`src/rtl/flit_link_pkg.sv`:
```
package flit_link_pkg;
  typedef enum logic [1:0] {
    FK_IDLE = 2'b00,
    FK_TAG  = 2'b01,
    FK_BODY = 2'b10,
    FK_END  = 2'b11
  } flit_kind_e;

  localparam int unsigned CREDIT_W = 2;
endpackage

```
`src/rtl/flit_credit_ctr.sv`:
```
module flit_credit_ctr #(
  parameter int unsigned DEPTH = 4,
  parameter int unsigned CW    = $clog2(DEPTH + 1)
) (
  input  logic          clk,
  input  logic          rst_n,
  input  logic          spend,
  input  logic [1:0]    give,
  output logic          avail,
  output logic [CW-1:0] count
);
  logic [CW-1:0] cnt_q, cnt_n;
  logic          cnt_en;

  always_comb begin
    cnt_en = spend | (give != 2'd0);
    cnt_n  = cnt_q - CW'(spend) + CW'(give);
  end

  always_ff @(posedge clk or negedge rst_n) begin
    if (!rst_n)      cnt_q <= CW'(DEPTH);
    else if (cnt_en) cnt_q <= cnt_n;
  end

  assign avail = (cnt_q != '0);
  assign count = cnt_q;
endmodule

```
`src/rtl/flit_tx_framer.sv`:
```
module flit_tx_framer
  import flit_link_pkg::*;
#(
  parameter int unsigned DATA_W = 16,
  parameter int unsigned DEPTH  = 4,
  parameter int unsigned CW     = $clog2(DEPTH + 1)
) (
  input  logic              clk,
  input  logic              rst_n,
  input  logic              src_valid,
  output logic              src_ready,
  input  logic [DATA_W-1:0] src_data,
  input  logic              src_last,
  input  logic [1:0]        credit_in,
  output logic [1:0]        link_typ,
  output logic [DATA_W-1:0] link_data,
  output logic [CW-1:0]     credits
);
  logic              avail, accept, open_q, open_n;
  flit_kind_e        kind, typ_q, typ_n;
  logic [DATA_W-1:0] dat_q, dat_n;

  flit_credit_ctr #(.DEPTH(DEPTH), .CW(CW)) u_ctr (
    .clk   (clk),
    .rst_n (rst_n),
    .spend (accept),
    .give  (credit_in),
    .avail (avail),
    .count (credits)
  );

  always_comb begin
    accept = src_valid & avail;
    if (!open_q)       kind = FK_TAG;
    else if (src_last) kind = FK_END;
    else               kind = FK_BODY;
    open_n = open_q;
    typ_n  = FK_IDLE;
    dat_n  = '0;
    if (accept) begin
      open_n = (kind != FK_END);
      typ_n  = kind;
      dat_n  = src_data;
    end
  end

  always_ff @(posedge clk or negedge rst_n) begin
    if (!rst_n) begin
      open_q <= 1'b0;
      typ_q  <= FK_IDLE;
      dat_q  <= '0;
    end else begin
      open_q <= open_n;
      typ_q  <= typ_n;
      dat_q  <= dat_n;
    end
  end

  assign src_ready = avail;
  assign link_typ  = typ_q;
  assign link_data = dat_q;
endmodule

```
`src/rtl/flit_rx_deframer.sv`:
```
module flit_rx_deframer
  import flit_link_pkg::*;
#(
  parameter int unsigned DATA_W = 16,
  parameter int unsigned EW     = DATA_W + 2
) (
  input  logic              clk,
  input  logic              rst_n,
  input  logic [1:0]        link_typ,
  input  logic [DATA_W-1:0] link_data,
  output logic              wr,
  output logic [EW-1:0]     entry,
  output logic              drop,
  output logic              open,
  output logic              frame_err
);
  logic       open_q, open_n, err_q;
  logic       sop, eop;
  flit_kind_e kind;

  always_comb begin
    kind   = flit_kind_e'(link_typ);
    open_n = open_q;
    wr     = 1'b0;
    drop   = 1'b0;
    sop    = 1'b0;
    eop    = 1'b0;
    case (kind)
      FK_TAG: begin
        wr     = 1'b1;
        sop    = 1'b1;
        open_n = 1'b1;
      end
      FK_BODY: begin
        wr   = open_q;
        drop = !open_q;
      end
      FK_END: begin
        wr     = open_q;
        drop   = !open_q;
        eop    = open_q;
        open_n = 1'b0;
      end
      default: ;
    endcase
    entry = {sop, eop, link_data};
  end

  always_ff @(posedge clk or negedge rst_n) begin
    if (!rst_n) begin
      open_q <= 1'b0;
      err_q  <= 1'b0;
    end else begin
      open_q <= open_n;
      err_q  <= drop;
    end
  end

  assign open      = open_q;
  assign frame_err = err_q;
endmodule

```
`src/rtl/flit_rx_fifo.sv`:
```
module flit_rx_fifo #(
  parameter int unsigned W     = 18,
  parameter int unsigned DEPTH = 4,
  parameter int unsigned AW    = (DEPTH > 1) ? $clog2(DEPTH) : 1,
  parameter int unsigned CW    = $clog2(DEPTH + 1)
) (
  input  logic         clk,
  input  logic         rst_n,
  input  logic         wr,
  input  logic [W-1:0] wdata,
  input  logic         rd,
  output logic [W-1:0] rdata,
  output logic         empty,
  output logic         full
);
  logic [W-1:0]  mem [DEPTH];
  logic [AW-1:0] wp_q, wp_n, rp_q, rp_n;
  logic [CW-1:0] cnt_q, cnt_n;
  logic          do_wr, do_rd;

  function automatic logic [AW-1:0] bump(input logic [AW-1:0] p);
    return (p == AW'(DEPTH - 1)) ? '0 : p + 1'b1;
  endfunction

  always_comb begin
    do_wr = wr & !full;
    do_rd = rd & !empty;
    wp_n  = do_wr ? bump(wp_q) : wp_q;
    rp_n  = do_rd ? bump(rp_q) : rp_q;
    cnt_n = cnt_q + CW'(do_wr) - CW'(do_rd);
  end

  always_ff @(posedge clk or negedge rst_n) begin
    if (!rst_n) begin
      wp_q  <= '0;
      rp_q  <= '0;
      cnt_q <= '0;
    end else begin
      wp_q  <= wp_n;
      rp_q  <= rp_n;
      cnt_q <= cnt_n;
    end
  end

  always_ff @(posedge clk) begin
    if (do_wr) mem[wp_q] <= wdata;
  end

  assign rdata = mem[rp_q];
  assign empty = (cnt_q == '0);
  assign full  = (cnt_q == CW'(DEPTH));
endmodule

```
`src/rtl/flit_link.sv`:
```
module flit_link #(
  parameter int unsigned DATA_W   = 16,
  parameter int unsigned RX_DEPTH = 4
) (
  input  logic              clk,
  input  logic              rst_n,
  input  logic              src_valid,
  output logic              src_ready,
  input  logic [DATA_W-1:0] src_data,
  input  logic              src_last,
  output logic [1:0]        tx_typ,
  output logic [DATA_W-1:0] tx_data,
  input  logic [1:0]        tx_credit_in,
  input  logic [1:0]        rx_typ,
  input  logic [DATA_W-1:0] rx_data,
  output logic [1:0]        rx_credit,
  output logic              rx_frame_err,
  output logic              snk_valid,
  input  logic              snk_ready,
  output logic [DATA_W-1:0] snk_data,
  output logic              snk_sop,
  output logic              snk_eop
);
  localparam int unsigned EW = DATA_W + 2;
  localparam int unsigned CW = $clog2(RX_DEPTH + 1);

  logic [CW-1:0] tx_credits;
  logic          rx_wr, rx_drop, rx_open, rx_pop, rx_empty, rx_full;
  logic [EW-1:0] rx_entry, rx_head;
  logic [1:0]    cred_q, cred_n;

  flit_tx_framer #(.DATA_W(DATA_W), .DEPTH(RX_DEPTH), .CW(CW)) u_tx (
    .clk       (clk),
    .rst_n     (rst_n),
    .src_valid (src_valid),
    .src_ready (src_ready),
    .src_data  (src_data),
    .src_last  (src_last),
    .credit_in (tx_credit_in),
    .link_typ  (tx_typ),
    .link_data (tx_data),
    .credits   (tx_credits)
  );

  flit_rx_deframer #(.DATA_W(DATA_W), .EW(EW)) u_dfr (
    .clk       (clk),
    .rst_n     (rst_n),
    .link_typ  (rx_typ),
    .link_data (rx_data),
    .wr        (rx_wr),
    .entry     (rx_entry),
    .drop      (rx_drop),
    .open      (rx_open),
    .frame_err (rx_frame_err)
  );

  flit_rx_fifo #(.W(EW), .DEPTH(RX_DEPTH)) u_buf (
    .clk   (clk),
    .rst_n (rst_n),
    .wr    (rx_wr),
    .wdata (rx_entry),
    .rd    (rx_pop),
    .rdata (rx_head),
    .empty (rx_empty),
    .full  (rx_full)
  );

  always_comb begin
    rx_pop = snk_ready & !rx_empty;
    cred_n = 2'(rx_pop) + 2'(rx_drop);
  end

  always_ff @(posedge clk or negedge rst_n) begin
    if (!rst_n) cred_q <= 2'd0;
    else        cred_q <= cred_n;
  end

  assign rx_credit = cred_q;
  assign snk_valid = !rx_empty;
  assign snk_sop   = rx_head[EW-1];
  assign snk_eop   = rx_head[EW-2];
  assign snk_data  = rx_head[DATA_W-1:0];
endmodule

```
`config.mk`:
```
export PLATFORM = sky130hd
export DESIGN_NAME = flit_link
export DESIGN_NICKNAME = d
export VERILOG_FILES = /design/src/rtl/flit_link_pkg.sv /design/src/rtl/flit_credit_ctr.sv /design/src/rtl/flit_tx_framer.sv /design/src/rtl/flit_rx_deframer.sv /design/src/rtl/flit_rx_fifo.sv /design/src/rtl/flit_link.sv
export SDC_FILE = /design/constraint.sdc
export NUM_CORES = 1
export LEC_CHECK = 0
export BUFFER_PORTS_ARGS = -buffer_cell sky130_fd_sc_hd__buf_2
export CORE_MARGIN = 1
export CORE_UTILIZATION = 50
export CTS_CLUSTER_DIAMETER = 30
export DETAILED_ROUTE_END_ITERATION = 6
export HOLD_SLACK_MARGIN = 0.06
export MAX_ROUTING_LAYER = met4
export PLACE_DENSITY = 0.82
export SLEW_MARGIN = 20
export SYNTH_ARGS = -nofsm -noshare
export SYNTH_HDL_FRONTEND = slang
export SYNTH_SLANG_ARGS = --single-unit
```
`constraint.sdc`:
```
create_clock -name clk -period 6.6 [get_ports clk]
set_clock_uncertainty 0.15 [all_clocks]
set_input_delay 0.33 -clock clk [delete_from_list [all_inputs] [get_ports clk]]
set_output_delay 0.33 -clock clk [all_outputs]
set_load 0.02 [all_outputs]
```
# --- After elaboration in Yosys (flattened, before gate mapping) ---
# Memory sizes are Yosys's and may differ from the RTL's.
# Index checks and enable logic that the tools add are counted.
word_totals:
  output_inout_bits: 41
  ff_bits: 33
  word_cells: 51
  ram_bits: 72
  n_memories: 1
mem_list:
  columns: ["name", "depth", "word_bits", "read_ports", "rd_ports_with_merged_regs", "write_ports", "line_no", "rtl"]
  rows:
  - ["u_buf.mem", 4, 18, 1, 0, 1, "flit_rx_fifo.sv:16", "logic [W-1:0] mem [DEPTH];"]
op_classes:
  n_reduce_logical: 8
  n_eq_ne: 7
  n_bitwise: 5
  n_addsub: 7
  n_mux: 13
op_table:
  columns: ["operator", "count"]
  rows:
  - ["$mux 16", 1]
  - ["$eq 2x2->1 const B", 4]
  - ["$mux 2", 4]
  - ["$mux 1", 6]
  - ["$sub 3x1->3", 2]
  - ["$add 2x1->2 const B", 2]
  - ["$and 1x1->1", 4]
  - ["$pmux 1 s2", 2]
  - ["$reduce_bool 2->1", 2]
  - ["$add 3x1->3", 1]
  - ["$add 3x2->3", 1]
  - ["$eq 3x3->1 const B", 1]
  - ["$logic_not 1->1", 3]
  - ["$logic_not 3->1", 1]
  - ["$reduce_bool 3->1", 1]
  - ["$add 1x1->2", 1]
  - ["$eq 2x1->1 const B", 1]
  - ["$ne 2x2->1 const B", 1]
  - ["$reduce_or 2->1", 1]
  - ["$or 1x1->1", 1]

# --- Depth between registers and ports, before layout ---
# Gate-level depths: netlist of the first run.
depth:
  ltp_word: 6
  depth_mapped: 9
  mapped_depth_nobuf: 9

# --- Hierarchy ---
# From an unflattened synthesis of the first run, not the netlist that was laid out.
unflattened:
  cells_unflattened: 228
  hier_area_um2: 4201.5
by_module_without_submodules:
  columns: ["mod", "seq_area_each_um2", "cells_per_inst", "area_per_inst_um2", "n_inst"]
  rows:
  - ["flit_rx_fifo", 2337.2, 133, 3057.9, 1]
  - ["flit_tx_framer", 475.5, 43, 628.1, 1]
  - ["flit_rx_deframer", 50.0, 28, 231.5, 1]
  - ["flit_credit_ctr", 76.3, 19, 211.5, 1]
  - ["flit_link", 50.0, 5, 72.6, 1]

# --- Worst setup path before layout of the first run ---
# Ideal clock, no wire load.
synth_timing:
  path_type: "reg2reg"
  startpoint: "register u_buf.cnt_q[1]"
  endpoint: "register u_buf.cnt_q[2]"
  period_less_slack_ps: 2425
  n_path_buf: 0
  arrival_ps: 2150
  path_stages_with_launch: 10
  path_slack_ps: 4175
  required_ps: 6325
  path_cell_list: "dfrtp_1 or3_4 and2_4 ha_1 inv_1 ha_1 inv_1 fa_1 xnor2_1 xnor2_1"
synth_between:
  elab_chain_cells: 5
  word_cells_on_any_way: 9
  classes_between: "2 x add/sub; 1 x eq/ne; 3 x bitwise; 3 x reduce/logical"
synth_lines:
  columns: ["element", "line_no", "rtl"]
  rows:
  - ["start, declared", "flit_rx_fifo.sv:18", "logic [CW-1:0] cnt_q, cnt_n;"]
  - ["start signal, assigned", "flit_rx_fifo.sv:41", "cnt_q <= cnt_n;"]
  - ["$logic_not 3->1 *", "flit_rx_fifo.sv:50", "assign empty = (cnt_q == '0);"]
  - ["$logic_not 1->1 *", null, null]
  - ["via snk_valid", "flit_link.sv:18", "output logic snk_valid,"]
  - ["$and 1x1->1", "flit_link.sv:69", "rx_pop = snk_ready & !rx_empty;"]
  - ["$and 1x1->1 *", "flit_rx_fifo.sv:27", "do_rd = rd & !empty;"]
  - ["via u_buf.do_rd", "flit_rx_fifo.sv:19", "logic do_wr, do_rd;"]
  - ["$sub 3x1->3 *", "flit_rx_fifo.sv:30", "cnt_n = cnt_q + CW'(do_wr) - CW'(do_rd);"]
  - ["via u_buf.cnt_n[2]", "flit_rx_fifo.sv:18", null]
# The timed path passes the listed nets; every way through them passes the cells marked *.
# A chain may end at the register's enable or synchronous reset.

# --- Worst setup path in the final report of the first run ---
layout_timing:
  startpoint: "register u_buf.rp_q[0]"
  endpoint: "output port snk_data[8]"
layout_between:
  elab_chain_cells: 1
layout_lines:
  columns: ["element", "line_no", "rtl"]
  rows:
  - ["start, declared", "flit_rx_fifo.sv:17", "logic [AW-1:0] wp_q, wp_n, rp_q, rp_n;"]
  - ["start signal, assigned", "flit_rx_fifo.sv:40", "rp_q <= rp_n;"]
  - ["$mem_v2 4x18", null, null]
  - ["end, declared", "flit_link.sv:20", "output logic [DATA_W-1:0] snk_data,"]
# No other way between the ends.

==> results.json, run 1 <==
{
  "data_arrival_time_of_the_critical_path_ns": 2.18,
  "cts-root-to-sink-buffers": 2,
  "finalHoldViolCount": 0,
  "layout.cells.most_common": "sky130_fd_sc_hd__buf_2",
  "ys_seq_elements": 105,
  "cp_num_cells": 3,
  "firstDrtPassIters": 4,
  "ant_nets": 0,
  "timing.critical_path.slowest_cell_delay_ns": 0.73,
  "grt.overflow.total": 0,
  "total_cts_buffers": 9,
  "edff_count_synth": 72,
  "dr_wl_met3_um": 364,
  "clock_latency_ns": 0.36,
  "num_antenna_cells": 0,
  "grt_pass1_vias": 2366,
  "async_reset_ff_share_pct": 31.4,
  "total_negative_setup_slacks_ns": 0,
  "finalCritPeriodShare_pct": 40.3,
  "rsz0062_at_grt": "false",
  "synth_ff_type": "sky130_fd_sc_hd__edfxtp_1",
  "io_buffers": 81,
  "synthesis.instances": 213,
  "report.final.slew_viol_count": 0,
  "floorplan.die.height_um": 91.9,
  "max_freq_mhz": 376,
  "grt_pass1_wl_um": 11100,
  "nFillCells": 543,
  "run_status": "finished clean",
  "postCtsResizedCells": 0,
  "routed_wirelength_um": 6790,
  "synth_sequential_area_ratio_pct": 74.0,
  "cts_tree": "done",
  "vdd.ir_drop.worst_uv": 201,
  "holdWs_ns": 0.0785,
  "largest_net_degree_at_the_start_of_global_routing": 34,
  "post-route-worst-setup-slack_ns": 3.94,
  "post-route-drc-count": 0,
  "highest_layer": "met4",
  "path_buf_inv": 2,
  "antenna_violations_before_repair": 0,
  "relSlewSlack_pct": 33.7,
  "synth_nets": 266,
  "cts_setup_buffers": 0,
  "avgRoutedWirePerCell_um": 15.4,
  "power_leakage_uw": 0.00207,
  "die-width_um": 91.9,
  "number_of_nets_in_the_layout": 387,
  "clock_sink_count": 105,
  "postSynthAreaPerCell_um2": 19.0,
  "m1WireLength_um": 2780,
  "wl_met2_um": 3540,
  "grtUsageTotal_pct": 18.3,
  "setup.worst_path.end_class": "primary output",
  "cts-root-buf": "sky130_fd_sc_hd__clkbuf_8",
  "route.vias.total": 2210,
  "routed_via_density": 5.01,
  "cp_cell_sequence": "buf_4, mux4_2, buf_2",
  "flow.area_growth_from_synthesis_pct": 25.5,
  "cts.clk_slew.worst_paths_ns": 0.09,
  "final_period_minus_worst_setup_slack_ns": 2.66,
  "critPathTopFamily": "flip-flops",
  "finalPower_uw": 1930,
  "initial_util_pct": 52.0,
  "clock_tree.htree_level_count": 3,
  "worst_path_max_delay_cell": "sky130_fd_sc_hd__dfrtp_1",
  "std_cell_rows": 32,
  "synth_cell_type_count": 32,
  "gp_congestion": 0.811,
  "timing.max_cap.violations": 0,
  "top_level_ports": 82,
  "dp.final_hpwl_um": 4420,
  "actual_slew_at_the_worst_max_slew_pin_ns": 0.995,
  "critical_path_required_ns": 6.12,
  "critical_path.max_fanout": 12,
  "placement.setup.worst_slack_ns": 4.10,
  "die_area_mm2": 0.00844,
  "worst_setup_path_start_kind": "register",
  "power_density_mw_per_mm2": 382,
  "worst-setup-path-type": "reg2out",
  "syn_area_mm2": 0.00404,
  "floorplan.core_area_mm2": 0.00777,
  "layout-drive-gt1-share_pct": 36.6,
  "finalSetupViolCount": 0,
  "first_iter_violations": 65,
  "timing.hold.worst_path_depth": 3,
  "ys_warn_count": 0,
  "layout_common_cells": "sky130_fd_sc_hd__buf_2, sky130_fd_sc_hd__edfxtp_1, sky130_fd_sc_hd__dlygate4sd3_1",
  "hold_path_class": "in2reg",
  "worst-r2r-cell-count": 9
}
-- per-layer routing --
layer  track usage, %  vias to the layer above
li1                 -                     1034
met1             20.8                     1092
met2             31.3                       73
met3             3.81                       11
met4             8.20                        0
met5                -                        -
-- stage by stage --
| stage | instance area [um2] | instances | util, % |
|---|---|---|---|
| global placement | 4550 | 391 | 58.6 |
| CTS | 5070 | 441 | 65.3 |
| finish | 5070 | 441 | 65.3 |
| floorplan | 4040 | 213 | - |
| global route | 5070 | 441 | 65.3 |
| detailed placement | 4550 | 391 | 58.6 |
-- synthesized netlist by cell type (2+ instances only) --
master / number / area, um2
sky130_fd_sc_hd__o31ai_1: 2 / 15.0
sky130_fd_sc_hd__fa_1: 2 / 40.0
sky130_fd_sc_hd__nand2_1: 4 / 15.0
sky130_fd_sc_hd__a21oi_1: 2 / 10.0
sky130_fd_sc_hd__ha_1: 10 / 125
sky130_fd_sc_hd__and2_1: 21 / 131
sky130_fd_sc_hd__mux2_2: 2 / 22.5
sky130_fd_sc_hd__mux2_4: 2 / 30.0
sky130_fd_sc_hd__buf_2: 4 / 20.0
sky130_fd_sc_hd__clkbuf_1: 2 / 7.51
sky130_fd_sc_hd__edfxtp_1: 72 / 2160
sky130_fd_sc_hd__dfrtp_1: 32 / 801
sky130_fd_sc_hd__nor3_1: 3 / 15.0
sky130_fd_sc_hd__o21ai_0: 3 / 15.0
sky130_fd_sc_hd__nor2b_1: 2 / 12.5
sky130_fd_sc_hd__o21a_1: 2 / 15.0
sky130_fd_sc_hd__inv_1: 12 / 45.0
sky130_fd_sc_hd__mux4_2: 18 / 405
sky130_fd_sc_hd__xnor2_1: 2 / 17.5
sky130_fd_sc_hd__nor2_1: 4 / 15.0
-- flip-flops by register name, summed over array words and instances, names as in the netlist, 2 cells and up --
register	count
u_tx.link_typ	2
rx_credit	2
u_buf.wp_q	2
u_tx.u_ctr.count	3
u_buf.mem	72
u_buf.cnt_q	3
u_tx.link_data	16
u_buf.rp_q	2
-- power breakdown --
part | internal [uW] | switching (uW)
sequential | 848 | 94.3
combinational | 300 | 338
clock | 140 | 214
total | 1290 | 646
-- final cells by class --
cell class | count | area [um2] | area share, %
Clock buffer | 9 | 124 | 2.44
Clock inverter | 7 | 53.8 | 1.06
Inverter | 12 | 45.0 | 0.889
Multi-Input combinational cell | 90 | 976 | 19.3
Sequential cell | 105 | 2990 | 59.0
Tap cell | 102 | 128 | 2.52
Timing Repair Buffer | 116 | 753 | 14.9
-- final timing paths --
kind / start / to / slack [ns]
setup / recovery: u_buf.rp_q[0] / snk_data[8] / 3.94
hold / removal: src_last / u_tx.link_typ[0] / 0.08
setup reg to reg: u_buf.cnt_q[1] / u_buf.cnt_q[2] / 4.09
hold reg to reg: u_dfr.open / u_dfr.frame_err / 0.35
max in group asynchronous: rst_n / u_tx.open_q / 5.41
min in group asynchronous: rst_n / u_tx.link_data[9] / 0.41
-- timing repair --
action	4_1_cts	5_1_grt
hold endpoints to repair	113	0
setup endpoints to repair	0	0
hold buffers	34	0
-- cell families (layout without fill, tap and decap cells) --
| group | count (synthesis) | count (layout) | share of synthesized area (%) |
|---|---|---|---|
| flip-flops | 105 | 105 | 74.0 |
| buffers and inverters | 18 | 144 | 1.80 |
| AO/OA/AOI/OAI | 11 | 11 | 1.89 |
| XOR/XNOR | 3 | 3 | 0.651 |
| AND/OR/NAND/NOR | 41 | 41 | 5.95 |
| multiplexers | 23 | 23 | 11.6 |
| adder cells (fa/ha/maj) | 12 | 12 | 4.09 |
-- worst reg2reg max path: stages, from the launching register on --
cell	delay [ns]
sky130_fd_sc_hd__dfrtp_1	0.44
sky130_fd_sc_hd__or3_4	0.41
sky130_fd_sc_hd__and2_4	0.18
sky130_fd_sc_hd__ha_1	0.29
sky130_fd_sc_hd__inv_1	0.06
sky130_fd_sc_hd__ha_1	0.13
sky130_fd_sc_hd__inv_1	0.05
sky130_fd_sc_hd__fa_1	0.37
sky130_fd_sc_hd__xnor2_1	0.22
sky130_fd_sc_hd__xnor2_1	0.14
No activity file was read; power rests on OpenSTA's default activity.
==> run 2: changes to the inputs <==
==> constraint.sdc (replaced) <==
create_clock -name clk -period 2.5 [get_ports clk]
set_clock_uncertainty 0.15 [all_clocks]
set_input_delay 0.125 -clock clk [delete_from_list [all_inputs] [get_ports clk]]
set_output_delay 0.125 -clock clk [all_outputs]
set_load 0.02 [all_outputs]
==> run 2 against run 1 <==
Against the previous run:
- critical path type is now reg2reg
- sequential cell count did not move
- utilization up 2.5 points
- die area did not move
- non-clock buffer count up 15
- design area is 3.8% higher
- largest power group unchanged
- via count up 4.2%
- global-route usage rose by 0.077 points
- largest cell class unchanged
- critical endpoint is now u_buf.cnt_q[2]
- setup slack worse by 3.8 ns
==> results.json, run 2 (synthesis results as in run 1) <==
{
  "layout.cells.most_common": "sky130_fd_sc_hd__buf_2",
  "rsz0062_at_grt": "false",
  "initial_util_pct": 52.0,
  "first_iter_violations": 84,
  "cts_setup_buffers": 0,
  "top_level_ports": 82,
  "met2_usage_pct": 30.0,
  "finalSetupViolCount": 0,
  "largest_net_degree_at_the_start_of_global_routing": 34,
  "actual_slew_at_the_worst_max_slew_pin_ns": 0.854,
  "vdd.ir_drop.worst_uv": 616,
  "combinational_share_of_power_pct": 33.4,
  "timing.max_cap.violations": 0,
  "grtUsageTotal_pct": 18.4,
  "sw_frac_of_total_pct": 31.9,
  "std_cell_rows": 32,
  "critical_path_required_ns": 2.60,
  "cts-root-buf": "sky130_fd_sc_hd__clkbuf_8",
  "ant_nets": 0,
  "flow.area_growth_from_synthesis_pct": 30.3,
  "clock_tree.htree_level_count": 3,
  "nFillCells": 533,
  "p_seq_share_pct": 45.5,
  "cell_internal_pwr_uw": 3680,
  "cts-root-to-sink-buffers": 2,
  "clock_latency_ns": 0.36,
  "total_negative_setup_slacks_ns": 0,
  "p_sw_uw": 1720,
  "worst-setup-path-type": "reg2reg",
  "share_clk_of_total_power_pct": 21.1,
  "layout_common_cells": "sky130_fd_sc_hd__buf_2, sky130_fd_sc_hd__edfxtp_1, sky130_fd_sc_hd__dlygate4sd3_1",
  "antenna_violations_before_repair": 0,
  "total_cts_buffers": 9,
  "num_antenna_cells": 0,
  "cts_tree": "done",
  "largest-register": "u_buf.mem",
  "io_buffers": 81,
  "final_period_minus_worst_setup_slack_ns": 2.36,
  "layout-drive-gt1-share_pct": 37.6,
  "run_status": "finished clean",
  "grtUsageMet3_pct": 3.65,
  "post-route-worst-setup-slack_ns": 0.141,
  "number_of_nets_in_the_layout": 402,
  "die_area_mm2": 0.00844,
  "floorplan.core_area_mm2": 0.00777,
  "data_arrival_time_of_the_critical_path_ns": 2.46,
  "dp.final_hpwl_um": 4300,
  "routed_via_density": 5.05,
  "die-width_um": 91.9,
  "placement.setup.worst_slack_ns": 0.129,
  "finalPower_uw": 5400,
  "grt_pass1_vias": 2403,
  "hold_path_class": "in2async",
  "grt.overflow.total": 0,
  "cts.clk_slew.worst_paths_ns": 0.09,
  "finalHoldViolCount": 0,
  "route.vias.total": 2303,
  "largest_register_ff_count": 72,
  "critical_path.max_fanout": 3,
  "grt_pass1_wl_um": 11200,
  "post-route-drc-count": 0,
  "avgRoutedWirePerCell_um": 15.0,
  "firstDrtPassIters": 4,
  "worst_setup_path_start_kind": "register",
  "report.final.slew_viol_count": 0,
  "floorplan.die.height_um": 91.9,
  "finalCritPeriodShare_pct": 94.4,
  "most_heavily_used_metal_layer_in_global_routing": "met2",
  "setup.worst_path.end_class": "register",
  "gp_congestion": 0.748,
  "gr-usage-met1_pct": 22.2,
  "relSlewSlack_pct": 43.1,
  "clock_sink_count": 105,
  "routed_wirelength_um": 6850,
  "max_freq_mhz": 424,
  "power_density_mw_per_mm2": 1030,
  "power_leakage_uw": 0.00217
}
[run 2: critical path, stage by stage, from the launching register on]
cell and delay [ns]:
sky130_fd_sc_hd__dfrtp_1 0.43, sky130_fd_sc_hd__or3_4 0.36, sky130_fd_sc_hd__and2_4 0.18, sky130_fd_sc_hd__ha_1 0.28
sky130_fd_sc_hd__inv_1 0.05, sky130_fd_sc_hd__ha_1 0.13, sky130_fd_sc_hd__inv_1 0.05, sky130_fd_sc_hd__fa_2 0.35
sky130_fd_sc_hd__xnor2_2 0.14, sky130_fd_sc_hd__xnor2_1 0.12
[run 2: what timing repair did]
item                                    in CTS  in global routing
resized for setup                            0                  2
endpoints found under the setup margin       0                  1
hold buffers                                43                  0
endpoints found under the hold margin      131                  0
[run 2: cell type report]
cell class,instances,area (um2),area share [%]
Multi-Input combinational cell,90,986,18.7
Timing Repair Buffer,131,888,16.9
Sequential cell,105,2990,56.8
Inverter,12,45.0,0.856
Clock inverter,7,101,1.93
Tap cell,102,128,2.43
Clock buffer,9,124,2.35
[run 2: final timing paths]
| path | startpoint | to | slack (ns) | depth (start not counted) |
|---|---|---|---|---|
| setup reg to reg | u_buf.cnt_q[2] | u_buf.cnt_q[2] | 0.14 | 9 |
| max in group asynchronous | rst_n | u_buf.cnt_q[1] | 1.52 | 2 |
| hold reg to reg | u_dfr.open | u_dfr.frame_err | 0.35 | 1 |
| setup / recovery | u_buf.cnt_q[2] | u_buf.cnt_q[2] | 0.14 | 9 |
| hold / removal | rst_n | u_tx.link_data[14] | 0.21 | 2 |
| min in group clk | src_data[8] | u_tx.link_data[8] | 0.35 | 3 |
[run 2: power by group through the flow]
stage                     sequential [uW]  clock (uW)  combinational [uW]
after CTS                            2460        1160                1800
after floorplan                      2460           0                1220
after detailed placement             2500           0                1730
after global routing                 2500        1240                1980
final                                2460        1140                1800
after global placement               2480           0                1700
[run 2: layer usage]
| metal | share of wire (%) | up-vias |
|---|---|---|
| li1 | - | 1063 |
| met1 | 40 | 1138 |
| met2 | 52 | 90 |
| met3 | 5.6 | 12 |
| met4 | 1.8 | 0 |
| met5 | 0 | - |
[run 2: stage by stage]
stage          instance area, um2  cells  utilization [%]  hold WS [ns]
4_1_cts                      5250    456             67.6         0.214
6_report                     5260    456             67.7         0.206
2_1_floorplan                4040    213                -        -0.321
3_3_place_gp                 4600    397             59.2        0.0680
5_1_grt                      5260    456             67.7         0.265
3_5_place_dp                 4600    397             59.2        0.0827
